`config.mk`:
```
export PLATFORM = sky130hd
export DESIGN_NAME = phase_barrier_bank
export DESIGN_NICKNAME = d
export VERILOG_FILES = /design/src/rtl/pbar_pkg.sv /design/src/rtl/pbar_slot.sv /design/src/rtl/pbar_query.sv /design/src/rtl/phase_barrier_bank.sv
export SDC_FILE = /design/constraint.sdc
export NUM_CORES = 1
export LEC_CHECK = 0
export BUFFER_PORTS_ARGS = -buffer_cell sky130_fd_sc_hd__clkbuf_2
export CAP_MARGIN = 40
export CORE_MARGIN = 5
export CORE_UTILIZATION = 40
export CTS_CLUSTER_DIAMETER = 30
export DETAILED_ROUTE_END_ITERATION = 7
export GPL_TIMING_DRIVEN = 0
export SYNTH_ARGS = -nofsm -noshare
export SYNTH_HDL_FRONTEND = slang
export SYNTH_HIERARCHICAL = 1
export SYNTH_SLANG_ARGS = --single-unit
```
`constraint.sdc`:
```
create_clock -name clk -period 7.9 [get_ports clk]
set_input_delay 0.395 -clock clk [delete_from_list [all_inputs] [get_ports clk]]
set_output_delay 0.395 -clock clk [all_outputs]
set_load 0.01 [all_outputs]
```
`src/rtl/pbar_pkg.sv`:
```
package pbar_pkg;

    typedef enum logic [1:0] {
        SLOT_IDLE    = 2'd0,
        SLOT_COLLECT = 2'd1,
        SLOT_DRAIN   = 2'd2
    } slot_state_e;

endpackage

```
`src/rtl/pbar_slot.sv`:
```
module pbar_slot
    import pbar_pkg::*;
#(
    parameter int CNT_W  = 8,
    parameter int BYTE_W = 16
) (
    input  logic              clk,
    input  logic              rst_n,
    input  logic              arv_hit,
    input  logic              arv_expect,
    input  logic [BYTE_W-1:0] arv_bytes,
    input  logic              tx_hit,
    input  logic [BYTE_W-1:0] tx_bytes,
    input  logic              cfg_hit,
    input  logic [CNT_W-1:0]  cfg_count,
    output logic              phase,
    output logic              ovf
);

    localparam int SUM_W = BYTE_W + 1;

    slot_state_e       state_q, state_d;
    logic [CNT_W-1:0]  thr_q;
    logic [CNT_W-1:0]  left_q;
    logic [BYTE_W-1:0] pend_q;
    logic              phase_q;

    logic [CNT_W-1:0]  left_dec;
    logic [SUM_W-1:0]  sum_bytes;
    logic [SUM_W-1:0]  sub_bytes;
    logic [SUM_W-1:0]  diff_bytes;
    logic [BYTE_W-1:0] pend_nx;
    logic              done;
    logic              cfg_take;
    logic              any_hit;

    // Datapath and outputs: counters after this cycle's events
    always_comb begin
        any_hit    = arv_hit || tx_hit;
        left_dec   = (arv_hit && (left_q != '0)) ? left_q - CNT_W'(1) : left_q;
        sum_bytes  = {1'b0, pend_q}
                   + ((arv_hit && arv_expect) ? {1'b0, arv_bytes} : '0);
        sub_bytes  = tx_hit ? {1'b0, tx_bytes} : '0;
        ovf        = tx_hit && (sub_bytes > sum_bytes);
        diff_bytes = sum_bytes - sub_bytes;
        pend_nx    = ovf ? '0 : diff_bytes[BYTE_W-1:0];
        done       = any_hit && (left_dec == '0) && (pend_nx == '0);
        cfg_take   = cfg_hit && (state_q == SLOT_IDLE) && !any_hit
                   && (cfg_count != '0);
        phase      = phase_q;
    end

    // Next-state logic
    always_comb begin
        state_d = state_q;
        unique case (state_q)
            SLOT_IDLE: begin
                if (done)                     state_d = SLOT_IDLE;
                else if (left_dec == '0)      state_d = SLOT_DRAIN;
                else if (left_dec != left_q)  state_d = SLOT_COLLECT;
                else                          state_d = SLOT_IDLE;
            end
            SLOT_COLLECT: begin
                if (done)                     state_d = SLOT_IDLE;
                else if (left_dec == '0)      state_d = SLOT_DRAIN;
                else                          state_d = SLOT_COLLECT;
            end
            SLOT_DRAIN: begin
                if (done)                     state_d = SLOT_IDLE;
                else                          state_d = SLOT_DRAIN;
            end
            default:                          state_d = SLOT_IDLE;
        endcase
    end

    // State register and counters
    always_ff @(posedge clk or negedge rst_n) begin
        if (!rst_n) begin
            state_q <= SLOT_IDLE;
            thr_q   <= CNT_W'(1);
            left_q  <= CNT_W'(1);
            pend_q  <= '0;
            phase_q <= 1'b0;
        end else begin
            state_q <= state_d;
            if (done) begin
                phase_q <= ~phase_q;
                left_q  <= thr_q;
                pend_q  <= '0;
            end else if (cfg_take) begin
                thr_q   <= cfg_count;
                left_q  <= cfg_count;
            end else begin
                left_q  <= left_dec;
                pend_q  <= pend_nx;
            end
        end
    end

endmodule

```
`src/rtl/pbar_query.sv`:
```
module pbar_query #(
    parameter int NUM_STAGES = 4,
    parameter int IDX_W      = 2
) (
    input  logic [NUM_STAGES-1:0] phase_vec,
    input  logic [IDX_W-1:0]      qry_idx,
    input  logic                  qry_phase,
    output logic                  qry_ready
);

    always_comb begin
        qry_ready = 1'b0;
        for (int i = 0; i < NUM_STAGES; i++) begin
            if (qry_idx == IDX_W'(i)) qry_ready = (phase_vec[i] != qry_phase);
        end
    end

endmodule

```
`src/rtl/phase_barrier_bank.sv`:
```
module phase_barrier_bank #(
    parameter int NUM_STAGES = 4,
    parameter int CNT_W      = 8,
    parameter int BYTE_W     = 16,
    localparam int IDX_W     = (NUM_STAGES > 1) ? $clog2(NUM_STAGES) : 1
) (
    input  logic                  clk,
    input  logic                  rst_n,
    input  logic                  cfg_valid,
    input  logic [IDX_W-1:0]      cfg_idx,
    input  logic [CNT_W-1:0]      cfg_count,
    input  logic                  arv_valid,
    input  logic [IDX_W-1:0]      arv_idx,
    input  logic                  arv_expect,
    input  logic [BYTE_W-1:0]     arv_bytes,
    input  logic                  tx_valid,
    input  logic [IDX_W-1:0]      tx_idx,
    input  logic [BYTE_W-1:0]     tx_bytes,
    input  logic [IDX_W-1:0]      qry_idx,
    input  logic                  qry_phase,
    output logic                  qry_ready,
    output logic [NUM_STAGES-1:0] phase_o,
    output logic                  err_o
);

    logic [NUM_STAGES-1:0] ovf_vec;
    logic                  err_q;

    for (genvar g = 0; g < NUM_STAGES; g++) begin : g_slot
        pbar_slot #(
            .CNT_W  (CNT_W),
            .BYTE_W (BYTE_W)
        ) u_slot (
            .clk        (clk),
            .rst_n      (rst_n),
            .arv_hit    (arv_valid && (arv_idx == IDX_W'(g))),
            .arv_expect (arv_expect),
            .arv_bytes  (arv_bytes),
            .tx_hit     (tx_valid && (tx_idx == IDX_W'(g))),
            .tx_bytes   (tx_bytes),
            .cfg_hit    (cfg_valid && (cfg_idx == IDX_W'(g))),
            .cfg_count  (cfg_count),
            .phase      (phase_o[g]),
            .ovf        (ovf_vec[g])
        );
    end

    pbar_query #(
        .NUM_STAGES (NUM_STAGES),
        .IDX_W      (IDX_W)
    ) u_query (
        .phase_vec (phase_o),
        .qry_idx   (qry_idx),
        .qry_phase (qry_phase),
        .qry_ready (qry_ready)
    );

    always_ff @(posedge clk or negedge rst_n) begin
        if (!rst_n) err_q <= 1'b0;
        else if (|ovf_vec) err_q <= 1'b1;
    end

    assign err_o = err_q;

endmodule

```
# Word-level counts from Yosys, hierarchy flattened
# Index checks and enable logic that the tools add are counted.
dict set report op_classes {
  eq_ne 32
  bitwise 8
  muxes 64
  magnitude_cmp 4
  add_sub_neg 12
  n_reduce_logical 78
}
# cell n
set op_table {}
lappend op_table {{two-way mux 16 bit} 20}
lappend op_table {{two-way mux 8 bit} 12}
lappend op_table {{adder 16 x 16 -> 17 bit} 4}
lappend op_table {{> comparator 16 x 17 -> 1 bit} 4}
lappend op_table {{zero test 16 bit} 4}
lappend op_table {{subtractor 16 bit} 4}
lappend op_table {{logical AND 1 bit} 44}
lappend op_table {{two-way mux 2 bit} 20}
lappend op_table {{nonzero test 8 bit} 5}
lappend op_table {{zero test 8 bit} 4}
lappend op_table {{inequality test 8 bit} 4}
lappend op_table {{subtractor 8 x 1 -> 8 bit, second input constant} 4}
lappend op_table {{== test 2 bit, second input constant} 12}
lappend op_table {{case mux 2 bit (3 select lines)} 4}
lappend op_table {{== test 2 x 1 -> 1 bit, second input constant} 8}
lappend op_table {{zero test 2 bit} 8}
lappend op_table {{two-way mux 1 bit} 8}
lappend op_table {{inequality test 2 x 1 -> 1 bit, second input constant} 4}
lappend op_table {{inverter 1 bit} 8}
lappend op_table {{AND reduction 2 bit} 4}
lappend op_table {{zero test 1 bit} 4}
lappend op_table {{logical OR 1 bit} 4}
lappend op_table {{inequality test 1 bit} 4}
lappend op_table {{OR reduction 4 bit} 1}
dict set report totals {
  reg_bits 141
}

# Logic depth before layout (Yosys ltp)
# Gate-level depths: netlist (run 1).
dict set report logic_depth {
  ltp_word 12
  ltp_mapped 28
}

# Cells and area by module
# Netlist (run 1), hierarchy kept.
# module area_per_inst_um2 instances seq_area_each_um2 cells_each
set by_module_without_submodules {}
lappend by_module_without_submodules {{pbar_slot (g_slot[3].u_slot)} 4186.5 1 878.3 539}
lappend by_module_without_submodules {{pbar_slot (g_slot[0].u_slot)} 4010.1 1 878.3 508}
lappend by_module_without_submodules {{pbar_slot (g_slot[1].u_slot)} 3901.2 1 878.3 496}
lappend by_module_without_submodules {{pbar_slot (g_slot[2].u_slot)} 3781.1 1 878.3 477}
lappend by_module_without_submodules {phase_barrier_bank 143.9 1 25.0 19}
lappend by_module_without_submodules {pbar_query 31.3 1 0.0 2}

# Worst setup path before layout (run 1)
# Ideal clock, no wire load.
dict set report synth_timing {
  path_type {input to register}
  start {in arv_valid}
  end {reg g_slot[2].u_slot.pend_q[10]}
  arrival_ns 4.998
  cell_stages 27
  setup_slack_ns 2.766
  n_path_buf 3
  required_ns 7.764
  setup_ns 0.136
  path_cell_list {nand2_1 > nor2_1 > clkbuf_1 > clkbuf_1 > and3_1 > ha_1 > fa_1 > a21o_1 > a21oi_1 > o21bai_1 > a2111oi_0 > or3_1 > a21boi_0 > o21ai_0 > nand2b_1 > xor2_1 > ha_1 > nand4_1 > nor2_1 > nand2_1 > nor2_1 > nor3_1 > and3_1 > a311o_1 > inv_1 > clkbuf_1 > o21ai_0}
}
dict set report synth_via {
  elab_chain_len 10
  elab_cells_between_ends 21
}
# item line_no
set synth_rtl {}
lappend synth_rtl {{from (decl)} phase_barrier_bank.sv:12} ;# input logic arv_valid,
lappend synth_rtl {{logical AND 1 bit *} phase_barrier_bank.sv:36} ;# .arv_hit (arv_valid && (arv_idx == IDX_W'(g))),
lappend synth_rtl {{logical AND 1 bit *} pbar_slot.sv:42} ;# + ((arv_hit && arv_expect) ? {1'b0, arv_bytes} : '0);
lappend synth_rtl {{two-way mux 16 bit *} pbar_slot.sv:42}
lappend synth_rtl {{adder 16 x 16 -> 17 bit *} pbar_slot.sv:42}
lappend synth_rtl {{> comparator 16 x 17 -> 1 bit *} pbar_slot.sv:44} ;# ovf = tx_hit && (sub_bytes > sum_bytes);
lappend synth_rtl {{logical AND 1 bit *} pbar_slot.sv:44}
lappend synth_rtl {{named net ovf_vec[2]} phase_barrier_bank.sv:26} ;# logic [NUM_STAGES-1:0] ovf_vec;
lappend synth_rtl {{two-way mux 16 bit *} pbar_slot.sv:46} ;# pend_nx = ovf ? '0 : diff_bytes[BYTE_W-1:0];
lappend synth_rtl {{zero test 16 bit} pbar_slot.sv:47} ;# done = any_hit && (left_dec == '0) && (pend_nx == '0);
lappend synth_rtl {{logical AND 1 bit} pbar_slot.sv:47}
lappend synth_rtl {{inequality test 2 x 1 -> 1 bit (no source line) / two-way mux 16 bit (equally long branches)} --}
lappend synth_rtl {{to (signal assigned)} pbar_slot.sv:95} ;# pend_q <= pend_nx;
lappend synth_rtl {{to (decl)} pbar_slot.sv:25} ;# logic [BYTE_W-1:0] pend_q;
# The timed path passes the listed nets; every way through them passes the cells marked *. The select of a mux whose other input is x is not followed.
# A chain may end at the register's enable or synchronous reset.

# Worst setup path after layout (run 1)
# Same ends and word-level chain as after synthesis.

==> metrics.yaml, run 1 <==
worst_setup_path:
  timing.reg2reg.setup_slack_ps: 2070
  reg2reg_depth: 22
  rr_endpoint: "g_slot[2].u_slot/pend_q[10]$_DFFE_PN0N_"
  end_kind: "flip-flop"
  worstPathArrival_ps: 6970
  r2r-start: "g_slot[2].u_slot/pend_q[0]$_DFFE_PN0N_"
  cp_max_fo: 10
  cp.required_ps: 8180
  cp-startpoint: "arv_valid"
  critical_path_class: "input port to flip-flop"
  start_kind: "input port"
  critPathCapture: "g_slot[2].u_slot/pend_q[10]$_DFFE_PN0N_"
floorplanning:
  num_rows: 73
  dieArea_um2: 44240
  die_y_um: 210.3
  core_um2: 39730
  die_w_um: 210.3
  ios: 61
  start_util: 0.4041
yosys:
  yosys_most_used_dff: "dfrtp_1"
  avgSynthCellArea_um2: 7.866
  synth_simple_gate_area_frac: 0.2523
  yosys_warnings: 6
  synth-seq-cells: 141
  synth.area.mux_share: 0.01528
  synth_top_family_by_area: "simple AND/OR/NAND/NOR gates"
  yosysSeqAreaShare: 0.2204
  synth_compound_area_frac: 0.2251
  synth_edf_count: 0
  synth_cells: 2041
  synth_xor_area_frac: 0.06032
  synth.distinct_cells: 114
  yosysTopAreaCellShare: 0.2073
  syn-cell-area_um2: 16050
  ys_async_sr_fraction: 1.000
  synthTopCellsByArea: "dfrtp_1, ha_1, nand2_1"
  syn_nets: 2300
  synthAdderAreaFrac: 0.1627
  synth_top_cell_by_area: "dfrtp_1"
routing:
  ant_nets: 0
  firstDrtPassIters: 5
  drtIter0Drc: 1203
  vias: 15250
  routedWlPerCell_um: 19.52
  viasPerCell: 5.731
  drc: 0
  wl_um: 51940
min_path:
  hold_path_class: "input port to flip-flop"
global_route:
  grt_pass1_vias: 14730
  track_usage: 0.2313
  grt.overflow.total: 0
  grt_start_max_net_pins: 89
  antenna_found_initial: 3
  grt_pass1_wl_um: 81760
cts:
  cts_root_buffer: "clkbuf_16"
  clock_path_buffers: 2
  postCtsSetupBuffers: 0
  clkSinkCount: 141
  htreeDepth: 4
  cts_tree: "built"
  clkLatencyLatePin_ps: 430
  cts_buffers: 17
  cts.clk_slew.worst_paths_ps: 70
pwr:
  pwr_density_cell_nw_per_um2: 374.0
  switching_share: 0.5009
  sequentialPowerShare: 0.209
  pwr-share-clk: 0.126
  power_leakage_nw: 8.742
  power_switching_mw: 3.309
  vdd.ir_drop.worst_uv: 165.7
  combPwrFrac: 0.665
  p_int_mw: 3.296
finish:
  syn_to_final_growth_pct: 9.999
  fillers: 3994
  nets: 2381
  drive_gt1_frac: 0.08759
  post-route-util: 0.4445
sta:
  rsz0062_at_grt: "no"
  post-route-min-period_ps: 6694
  finalHoldViolations: 0
  skew_ps: 12.19
  setup_violations: 0
  drv_slew: 0
  tightest_slew_ps: 801.2
  tns_ps: 0
  min_period_over_period: 0.8474
  slew_headroom: 0.4520
  max_freq_ghz: 0.1494
job:
  cap_violations: 0
placed_design:
  dpl.hpwl_um: 40370
  port_buffers: 60
  place_congestion: 0.9072
outcome:
  outcome: "complete, no violations"
-- metal layers --
layer | global-route usage | part of all wire | vias up
li1 | - | - | 7407
met1 | 0.3240 | 0.46 | 7330
met2 | 0.3807 | 0.46 | 437
met3 | 0.02515 | 0.052 | 76
met4 | 0.06436 | 0.026 | 0
met5 | 0 | 0 | -
-- placed cells by master, fill, tap and decap left out, types with 34 or more instances in the layout --
master / synthesis / final
and3_1: 79 / 79
nor2_1: 124 / 124
nor3_1: 38 / 38
xor2_1: 36 / 36
inv_1: 181 / 181
dfrtp_1: 133 / 133
o31ai_1: 42 / 42
clkbuf_2: 1 / 60
a21oi_1: 118 / 118
xnor2_1: 69 / 69
ha_1: 196 / 196
nor2b_1: 34 / 34
nand3_1: 39 / 39
nand2_1: 282 / 282
clkbuf_1: 70 / 71
a21o_1: 44 / 44
o21ai_0: 117 / 117
-- per-stage QoR --
step | hold slack, ps | cells | instance area, µm² | power, mW | setup WS [ps]
4_1_cts | 364.9 | 2660 | 17660 | 6.555 | 1360
3_3_place_gp | 457.2 | 2626 | 17010 | 5.591 | 987.6
3_5_place_dp | 389.1 | 2627 | 17050 | 5.672 | 961.4
6_report | 370.5 | 2661 | 17660 | 6.605 | 1206
5_1_grt | 374.8 | 2660 | 17660 | 7.199 | 696.9
2_1_floorplan | 99.41 | 2041 | 16050 | 4.598 | 2766
-- synthesized netlist by cell type (7+ instances only) --
cell	number
nand3_1	39
nor2b_1	34
and4_1	7
o21bai_1	11
nand2b_1	28
clkbuf_1	70
dfrtp_1	133
a31oi_1	12
or3_1	10
mux2i_1	14
o31ai_1	42
o211ai_1	9
nand4_1	15
inv_1	181
nor3_1	38
fa_1	8
o21ai_1	15
ha_1	196
o21a_1	25
xnor2_1	69
o21ai_0	117
o2111a_1	8
nor4b_1	7
and2_1	18
nand2_1	282
a211oi_1	19
a21oi_1	118
nor2_1	124
o211ai_2	7
a21o_1	44
nor4_1	24
and3_1	79
dfstp_2	8
xor2_1	36
-- kinds of logic after synthesis --
logic type / after synthesis
flops: 141
xor+xnor: 108
mux: 22
compound gates: 525
buf+inv: 265
simple gates: 776
fa+ha+maj: 204
-- final cells by class --
| class | count | area, µm² | area share |
|---|---|---|---|
| multi-input combinational | 1635 | 11490 | 0.6506 |
| sequential | 141 | 3538 | 0.2004 |
| inverter | 181 | 679.4 | 0.03847 |
| tap | 525 | 656.9 | 0.03720 |
| clock buffer | 19 | 442.9 | 0.02508 |
| timing repair buffer | 62 | 346.6 | 0.01963 |
| buffer | 84 | 346.6 | 0.01963 |
| clock inverter | 13 | 156.4 | 0.008856 |
| antenna | 1 | 2.502 | 0.0001417 |
-- how the worst min path moves through the flow --
| stage | slack [ps] | start | cells after the start | endpoint |
|---|---|---|---|---|
| 4_1_cts | 360 | cfg_count[6] | 3 | g_slot[1].u_slot/thr_q[6]$_DFFE_PN0P_ |
| 3_3_place_gp | 460 | g_slot[2].u_slot/thr_q[1]$_DFFE_PN0P_ | 1 | g_slot[2].u_slot/left_q[1]$_DFF_PN0_ |
| 3_5_place_dp | 390 | rst_n | 1 | g_slot[2].u_slot/phase$_DFFE_PN0P_ |
| 6_report | 370 | cfg_count[5] | 3 | g_slot[2].u_slot/thr_q[5]$_DFFE_PN0P_ |
| 2_1_floorplan | 100 | rst_n | 0 | err_o$_DFFE_PN0P_ |
| 5_1_grt | 370 | cfg_count[0] | 3 | g_slot[3].u_slot/thr_q[0]$_DFFE_PN1P_ |
-- repair_timing --
item,CTS,global route
gates resized for setup,0,0
endpoints found under the hold margin,47,0
hold buffers,1,0
-- worst max-delay path, cell delays in order --
cell and delay [ps]:
clkbuf_2 110, nand2_1 50, nor2_1 510, clkbuf_1 600, clkbuf_1 340, and3_1 250, ha_1 240, fa_1 240
a21o_1 130, a21oi_1 90, o21bai_1 220, a2111oi_0 210, or3_1 440, a21boi_0 350, o21ai_0 130, nand2b_1 150
xor2_1 90, ha_1 380, nand4_1 130, nor2_1 200, nand2_1 80, nor2_1 120, nor3_1 50, and3_1 140
a311o_1 400, inv_1 220, clkbuf_1 510, o21ai_0 190
-- flip-flops by register name, summed over array words and instances (netlist names) --
signal                 flops
g_slot.u_slot/pend_q      64
g_slot.u_slot/left_q      32
g_slot.u_slot/thr_q       32
g_slot.u_slot/state_q      8
g_slot.u_slot/phase        4
err_o                      1
-- power by group through the flow --
stage                     Sequential [mW]  Combinational, mW  Clock (mW)
after global routing                 1.42               4.89       0.889
final                                1.38               4.39       0.834
after global placement               1.37               4.22           0
after CTS                            1.37               4.33       0.851
after floorplan                      1.30               3.30           0
after detailed placement             1.38               4.29           0
No activity file was read; power rests on OpenSTA's default activity.
==> run 2: changes to the inputs <==
Settings changed: ABC_AREA set to 1.
Clock period 7.9 ns to 5.8 ns, I/O delays scaled along.
==> run 2 against run 1 <==
Register-to-register slack worse by 860 ps; area after synthesis up 0.25%; routed wire length shrank 2.1%; total power is 28% higher; critical path type unchanged; largest power group unchanged.
==> metrics.yaml, run 2 <==
outcome:
  outcome: "complete, no violations"
pwr:
  total_power_mw: 8.471  # +28%
  power_leakage_nw: 9.907  # +13%
  vdd.ir_drop.worst_uv: 289.2  # +75%
  pwr_density_cell_nw_per_um2: 479.6  # +28%
sta:
  slew_headroom: 0.4446  # -0.007446
  tightest_slew_ps: 833.1  # +31.89 ps
  tns_ps: 0  # unchanged
  finalHoldViolations: 0  # unchanged
  rsz0062_at_grt: "no"
  min_period_over_period: 0.9110
  post-route-min-period_ps: 5284
  drv_slew: 0  # unchanged
  skew_ps: 10.78  # -1.412 ps
  whs_ps: 239.6  # -131.0 ps
  setup_violations: 0  # unchanged
  max_freq_ghz: 0.1893
  worst_slack_ps: 516.3  # -689.4 ps
yosys:
  syn_nets: 2690  # +17%
  ys_async_sr_fraction: 1.000  # unchanged
  yosysSeqAreaShare: 0.2199  # -0.0005483
  synth-seq-cells: 141  # unchanged
  avgSynthCellArea_um2: 6.620  # -16%
  synth_edf_count: 0  # unchanged
  synth_top_cell_by_area: "dfrtp_1"
  synth_cells: 2431  # +19%
  synth_most_common_cell: "nand2_1"
  yosys_warnings: 6  # unchanged
  syn-cell-area_um2: 16090  # +0.25%
  yosys-top-cells-count: "nand2_1, inv_1, ha_1"
  synthTopCellsByArea: "dfrtp_1, nand2_1, ha_1"
  yosysTopAreaCellShare: 0.2068  # -0.0005157
  synth.distinct_cells: 45  # -61%
  yosys_most_used_dff: "dfrtp_1"
global_route:
  grt_pass1_vias: 14970  # +1.6%
  track_usage: 0.2260  # -0.005289
  grt_start_max_net_pins: 84  # -5.6%
  grt_pass1_wl_um: 79160  # -3.2%
  grt.overflow.total: 0  # unchanged
  antenna_found_initial: 0  # -3
floorplanning:
  start_util: 0.4051  # +0.001008
  ios: 61  # unchanged
  num_rows: 73  # unchanged
  die_w_um: 210.6  # +0.12%
  die_y_um: 210.6  # +0.12%
  dieArea_um2: 44350  # +0.23%
  core_um2: 39730  # unchanged
worst_setup_path:
  start_kind: "input port"
  reg2reg_depth: 20  # -9.1%
  r2r-start: "g_slot[1].u_slot/pend_q[2]$_DFFE_PN0N_"
  cp_max_fo: 10  # unchanged
  slowest_stage: "o21ai_1"
  end_kind: "flip-flop"
  critical_path_class: "input port to flip-flop"
  critPathCapture: "g_slot[3].u_slot/left_q[4]$_DFF_PN0_"
  rr_endpoint: "g_slot[1].u_slot/pend_q[3]$_DFFE_PN0N_"
  crit_top_cell: "nand2_1"
  path_depth: 28  # unchanged
  worstPathArrival_ps: 5660  # -1310 ps
  path_buf_inv: 4  # -1
  max_stage_delay_ps: 440  # -160 ps
  cpLargestDelayFamily: "simple AND/OR/NAND/NOR gates"
  timing.reg2reg.setup_slack_ps: 1210  # -860 ps
  cp-startpoint: "arv_idx[1]"
  cp.required_ps: 6170  # -2010 ps
finish:
  diodes: 0  # -1
  final_cell_mix: "nand2_1, inv_1, ha_1"
  largest_reg_flops: 64  # unchanged
  reg.largest.list: "g_slot.u_slot/pend_q (64), g_slot.u_slot/left_q (32), g_slot.u_slot/thr_q (32)"
  nets: 2771  # +16%
  drive_gt1_frac: 0.08317  # -0.004420
  syn_to_final_growth_pct: 9.749
  fin_area_um2: 17660  # about the same
  regMostFlops: "g_slot.u_slot/pend_q"
  stdcell_count: 3050  # +15%
  post-route-util: 0.4446  # about the same
  final_common_cell: "nand2_1"
cts:
  cts_buffers: 17  # unchanged
  htreeDepth: 4  # unchanged
  postCtsSetupBuffers: 0  # unchanged
  cts_root_buffer: "clkbuf_16"
  clock_path_buffers: 2  # unchanged
  clkSinkCount: 141  # unchanged
  cts_tree: "built"
  cts.clk_slew.worst_paths_ps: 60  # about the same
  clkLatencyLatePin_ps: 440  # about the same
job:
  cap_violations: 0  # unchanged
routing:
  drtIter0Drc: 1246  # +3.6%
  vias: 15830  # +3.8%
  viasPerCell: 5.190  # -9.4%
  drc: 0  # unchanged
  wl_um: 50870  # -2.1%
  routedWlPerCell_um: 16.68  # -15%
  firstDrtPassIters: 7  # +2
  ant_nets: 0  # unchanged
placed_design:
  dpl.hpwl_um: 40740  # +0.93%
  port_buffers: 60  # unchanged
  dpl.cell_count: 3017  # +15%
  postPlaceCellArea_um2: 17090  # +0.23%
  dp_slack_ps: 66.01  # -895.4 ps
  place_congestion: 0.9152  # +0.88%
min_path:
  hold_path_class: "input port to flip-flop"
-- run 2: cell types whose count changed in the layout (fill, tap and decap cells not counted), moves of 34 or more --
cell	delta
xor2_1	+64
xnor2_1	-42
and3_1	-79
nand2_1	+389
clkbuf_1	-38
nand3_1	+62
a21o_1	-35
inv_1	+216
nor2_1	+45
nor2b_1	-34
nand4_1	+37
-- run 2: area by class of cell --
cell class | count | area, µm²
Buffer | 46 | 240.2
Clock buffer | 23 | 478.0
Clock inverter | 9 | 85.08
Fill cell | 4179 | 22070
Inverter | 426 | 1600
Multi-Input combinational cell | 1818 | 10720
Sequential cell | 141 | 3538
Tap cell | 525 | 656.9
Timing Repair Buffer | 62 | 346.6
-- run 2: worst reg2reg max path, stage by stage (launching register included) --
cell and delay (ps):
dfrtp_1 420, ha_1 380, a21o_1 200, nand3_1 70, nand2_1 50, a21oi_1 210, o21ai_1 190, a21boi_1 250
o21ai_1 140, a21boi_1 180, xor2_1 250, inv_1 70, ha_1 400, nand2_1 100, nor3_1 240, a21oi_1 110
a21boi_1 160, nand2_2 150, buf_2 220, clkinv_1 340, o31ai_1 340
-- run 2: worst min-delay path by stage --
stage,from,to,slack [ps],cells past startpoint
floorplan,rst_n,err_o$_DFFE_PN0P_,-6,0
global placement,g_slot[1].u_slot/thr_q[0]$_DFFE_PN1P_,g_slot[1].u_slot/thr_q[0]$_DFFE_PN1P_,460,2
detailed placement,rst_n,g_slot[0].u_slot/left_q[5]$_DFF_PN0_,310,1
CTS,cfg_count[0],g_slot[0].u_slot/thr_q[0]$_DFFE_PN1P_,220,3
global route,cfg_count[0],g_slot[0].u_slot/thr_q[0]$_DFFE_PN1P_,250,3
finish,cfg_count[0],g_slot[0].u_slot/thr_q[0]$_DFFE_PN1P_,240,3
-- run 2: per-layer routing --
layer	global-route usage	wire length, µm	vias up
met5	0	0	-
met4	0.06662	1366	0
met3	0.02322	3010	64
met2	0.3578	21960	459
met1	0.3275	24540	7368
li1	-	-	7940
-- run 2: what timing repair did --
item / 4_1_cts / 5_1_grt
hold buffers: 1 / 0
endpoints found under the setup margin: 0 / 2
hold endpoints to repair: 56 / 0
resized for setup: 0 / 1
-- run 2: kinds of logic after synthesis --
logic type,Yosys count,synth area share
xor gates and xnor gates,127,0.06911
AOI/OAI and AO/OA,394,0.1378
buffers and inverters,472,0.1144
and+or+nand+nor,1093,0.2965
DFF,141,0.2199
adders and majority gates,204,0.1623
-- run 2: where the power goes --
part | switching (mW) | leakage [nW] | internal (mW)
Sequential | 0.318 | 1.68 | 1.37
Clock | 0.460 | 0.270 | 0.625
Combinational | 3.71 | 7.96 | 1.99
Total | 4.48 | 9.91 | 3.99
==> run 3: changes to the inputs <==
Settings changed: SYNTH_HIERARCHICAL 1 to unset.
==> run 3 against run 2 <==
Sequential power rose by 8%; sequential share of layout area up 0.15 points; global-route usage grew 0.22 points; synthesized cell count is 0.29% higher; worst setup slack got worse by 81 ps; cell area is 0.73% lower; clock-buffer cell count decreased by 5; final cell count grew 0.23%; register-to-register slack barely moved; largest power group unchanged.
==> metrics.yaml, run 3 <==
outcome:
  outcome: "complete, no violations"
placed_design:
  place_congestion: 0.9296  # +1.6%
  port_buffers: 60  # unchanged
  dpl.hpwl_um: 40830  # +0.20%
job:
  cap_violations: 0  # unchanged
sta:
  min_period_over_period: 0.9249  # +0.01395
  post-route-min-period_ps: 5365  # +80.89 ps
  slew_headroom: 0.5631  # +0.1185
  skew_ps: 9.417  # -1.362 ps
  setup_violations: 0  # unchanged
  tightest_slew_ps: 655.3  # -177.8 ps
  tns_ps: 0  # unchanged
  max_freq_ghz: 0.1864  # -1.5%
  drv_slew: 0  # unchanged
  finalHoldViolations: 0  # unchanged
  rsz0062_at_grt: "no"
pwr:
  pwr_density_cell_nw_per_um2: 508.3  # +6.0%
  vdd.ir_drop.worst_uv: 267.9  # -7.4%
  power_leakage_nw: 9.409  # -5.0%
worst_setup_path:
  cpLargestDelayFamily: "simple AND/OR/NAND/NOR gates"
  slowest_stage: "buf_1"
  cp_max_fo: 10  # unchanged
  max_stage_delay_ps: 520  # +80 ps
  critical_path_class: "input port to flip-flop"
  end_kind: "flip-flop"
  cp.required_ps: 6180  # about the same
  path_buf_inv: 7  # +3
  start_kind: "input port"
  worstPathArrival_ps: 5750  # +90 ps
cts:
  clock_path_buffers: 2  # unchanged
  cts_buffers: 17  # unchanged
  cts.repair.resized: 0  # unchanged
  cts.clk_slew.worst_paths_ps: 70  # about the same
  clkSinkCount: 141  # unchanged
  htreeDepth: 4  # unchanged
  clkLatencyLatePin_ps: 440  # about the same
  postCtsSetupBuffers: 0  # unchanged
  cts_root_buffer: "clkbuf_16"
  postCtsHoldBufs: 1  # unchanged
  cts_tree: "built"
floorplanning:
  num_rows: 73  # unchanged
  dieArea_um2: 43800  # -1.2%
  die_y_um: 209.3  # -0.61%
  ios: 61  # unchanged
  core_um2: 39550  # -0.46%
  start_util: 0.4017  # -0.003381
  die_w_um: 209.3  # -0.61%
yosys:
  synthTopCellsByArea: "dfrtp_1, nand2_1, ha_1"
  avgSynthCellArea_um2: 6.516  # -1.6%
  synth_cells: 2438  # +0.29%
  syn-cell-area_um2: 15890  # -1.3%
  syn_nets: 2697  # +0.26%
  yosys-top-cells-count: "nand2_1, inv_1, nor2_1"
  synth.distinct_cells: 51  # +13%
  ys_async_sr_fraction: 1.000  # unchanged
  synth_most_common_cell: "nand2_1"
  synth-seq-cells: 141  # unchanged
  synth_top_cell_by_area: "dfrtp_1"
  yosys_warnings: 0  # -6
  synth_edf_count: 0  # unchanged
  yosys_most_used_dff: "dfrtp_1"
  yosysSeqAreaShare: 0.2227  # +0.002874
  yosysTopAreaCellShare: 0.2095  # +0.002704
finish:
  diodes: 0  # unchanged
  post-route-util: 0.4434  # -0.001205
  final_common_cell: "nand2_1"
  final_cell_mix: "nand2_1, inv_1, nor2_1"
  regMostFlops: "g_slot.u_slot.pend_q"
  drive_gt1_frac: 0.06912  # -0.01405
  largest_reg_flops: 64  # unchanged
  multi_input_area_um2: 10590  # -1.2%
  syn_to_final_growth_pct: 10.37
  fillers: 4101  # -1.9%
  ff_latch_area_um2: 3538  # unchanged
  nets: 2778  # +0.25%
  reg.largest.list: "g_slot.u_slot.pend_q (64), g_slot.u_slot.left_q (32), g_slot.u_slot.thr_q (32)"
routing:
  routedWlPerCell_um: 16.70  # +0.12%
  drc: 0  # unchanged
  wl_um: 51050  # +0.35%
  firstDrtPassIters: 5  # -2
  vias: 15680  # -0.95%
  drtIter0Drc: 1073  # -14%
  viasPerCell: 5.130  # -1.2%
  ant_nets: 0  # unchanged
min_path:
  hold_path_class: "input port to flip-flop"
global_route:
  grt_pass1_vias: 15200  # +1.5%
  grt_pass1_wl_um: 80000  # +1.1%
  track_usage: 0.2283  # +0.002250
  grt_start_max_net_pins: 84  # unchanged
  antenna_found_initial: 0  # unchanged
  grt.overflow.total: 0  # unchanged
-- run 3: cell count changes in the layout (fill, tap and decap cells not counted), moves of 10 or more --
cell / delta
nor2_1: +73
o21ai_0: +28
nand3_1: +24
o21ai_1: -24
o31ai_1: -16
inv_2: -11
o21ai_2: -11
a21oi_1: -10
-- run 3: metrics by stage --
| step | instance area [µm²] | setup slack (ps) | instances | hold WS [ps] | total power, mW |
|---|---|---|---|---|---|
| after global placement | 16840 | 98.59 | 3023 | 456.6 | 7.473 |
| after CTS | 17530 | 506.4 | 3057 | 155.5 | 8.870 |
| after floorplan | 15890 | 1485 | 2438 | -5.591 | 6.098 |
| after global routing | 17530 | 12.08 | 3057 | 179.4 | 9.784 |
| final | 17530 | 435.4 | 3057 | 176.2 | 8.912 |
| after detailed placement | 16880 | 34.83 | 3024 | 302.6 | 7.580 |
-- run 3: where the power goes --
group	switching (mW)	total (mW)	internal, mW
registers	0.350	1.83	1.48
clock network	0.500	1.24	0.742
logic	3.83	5.84	2.01
total	4.68	8.91	4.23
-- run 3: cell type report --
type | count | share of cell area
Timing Repair Buffer | 62 | 0.01977
Buffer | 45 | 0.01327
Inverter | 404 | 0.08677
Clock buffer | 18 | 0.02505
Multi-Input combinational cell | 1848 | 0.6042
Tap cell | 525 | 0.03746
Clock inverter | 14 | 0.01170
Sequential cell | 141 | 0.2018
-- run 3: per-layer routing --
metal  vias to the layer above  wire length [µm]  global-route usage
met1                      7260             22330              0.2929
met5                         -                 0                   0
met2                       423             24740              0.4021
met3                        75              2389             0.02646
met4                         0              1593             0.07201
li1                       7923                 -                   -
-- run 3: logic make-up after synthesis --
logic type	after synthesis	share of synthesized area
DFF	141	0.2227
buffers and inverters	449	0.1104
xor gates and xnor gates	123	0.06781
and+or+nand+nor	1161	0.3102
adders and majority gates	204	0.1644
muxes	1	0.0006301
AOI/OAI and AO/OA	359	0.1238
-- run 3: worst paths after layout --
check | slack, ps | startpoint | cells after the start | end
max in group asynchronous | 4620 | rst_n | 3 | g_slot[2].u_slot.pend_q[12]$_DFFE_PN0N_
min | 180 | cfg_count[0] | 3 | g_slot[0].u_slot.thr_q[0]$_DFFE_PN1P_
min in group asynchronous | 380 | rst_n | 2 | g_slot[3].u_slot.left_q[3]$_DFF_PN0_
max | 440 | arv_idx[1] | 32 | g_slot[1].u_slot.pend_q[9]$_DFFE_PN0N_
min reg2reg | 470 | g_slot[1].u_slot.thr_q[0]$_DFFE_PN1P_ | 2 | g_slot[1].u_slot.thr_q[0]$_DFFE_PN1P_
max reg2reg | 1200 | g_slot[0].u_slot.pend_q[0]$_DFFE_PN0N_ | 27 | g_slot[0].u_slot.phase$_DFFE_PN0P_
-- run 3: worst reg2reg max path, delay by kind of cell, from the launching register on --
kind                       cells  cell delay (ps)
AOI/OAI and AO/OA              3              940
and+or+nand+nor               17             1950
adders and majority gates      3              830
xor gates and xnor gates       1              210
buffers and inverters          3              240
DFF                            1              360
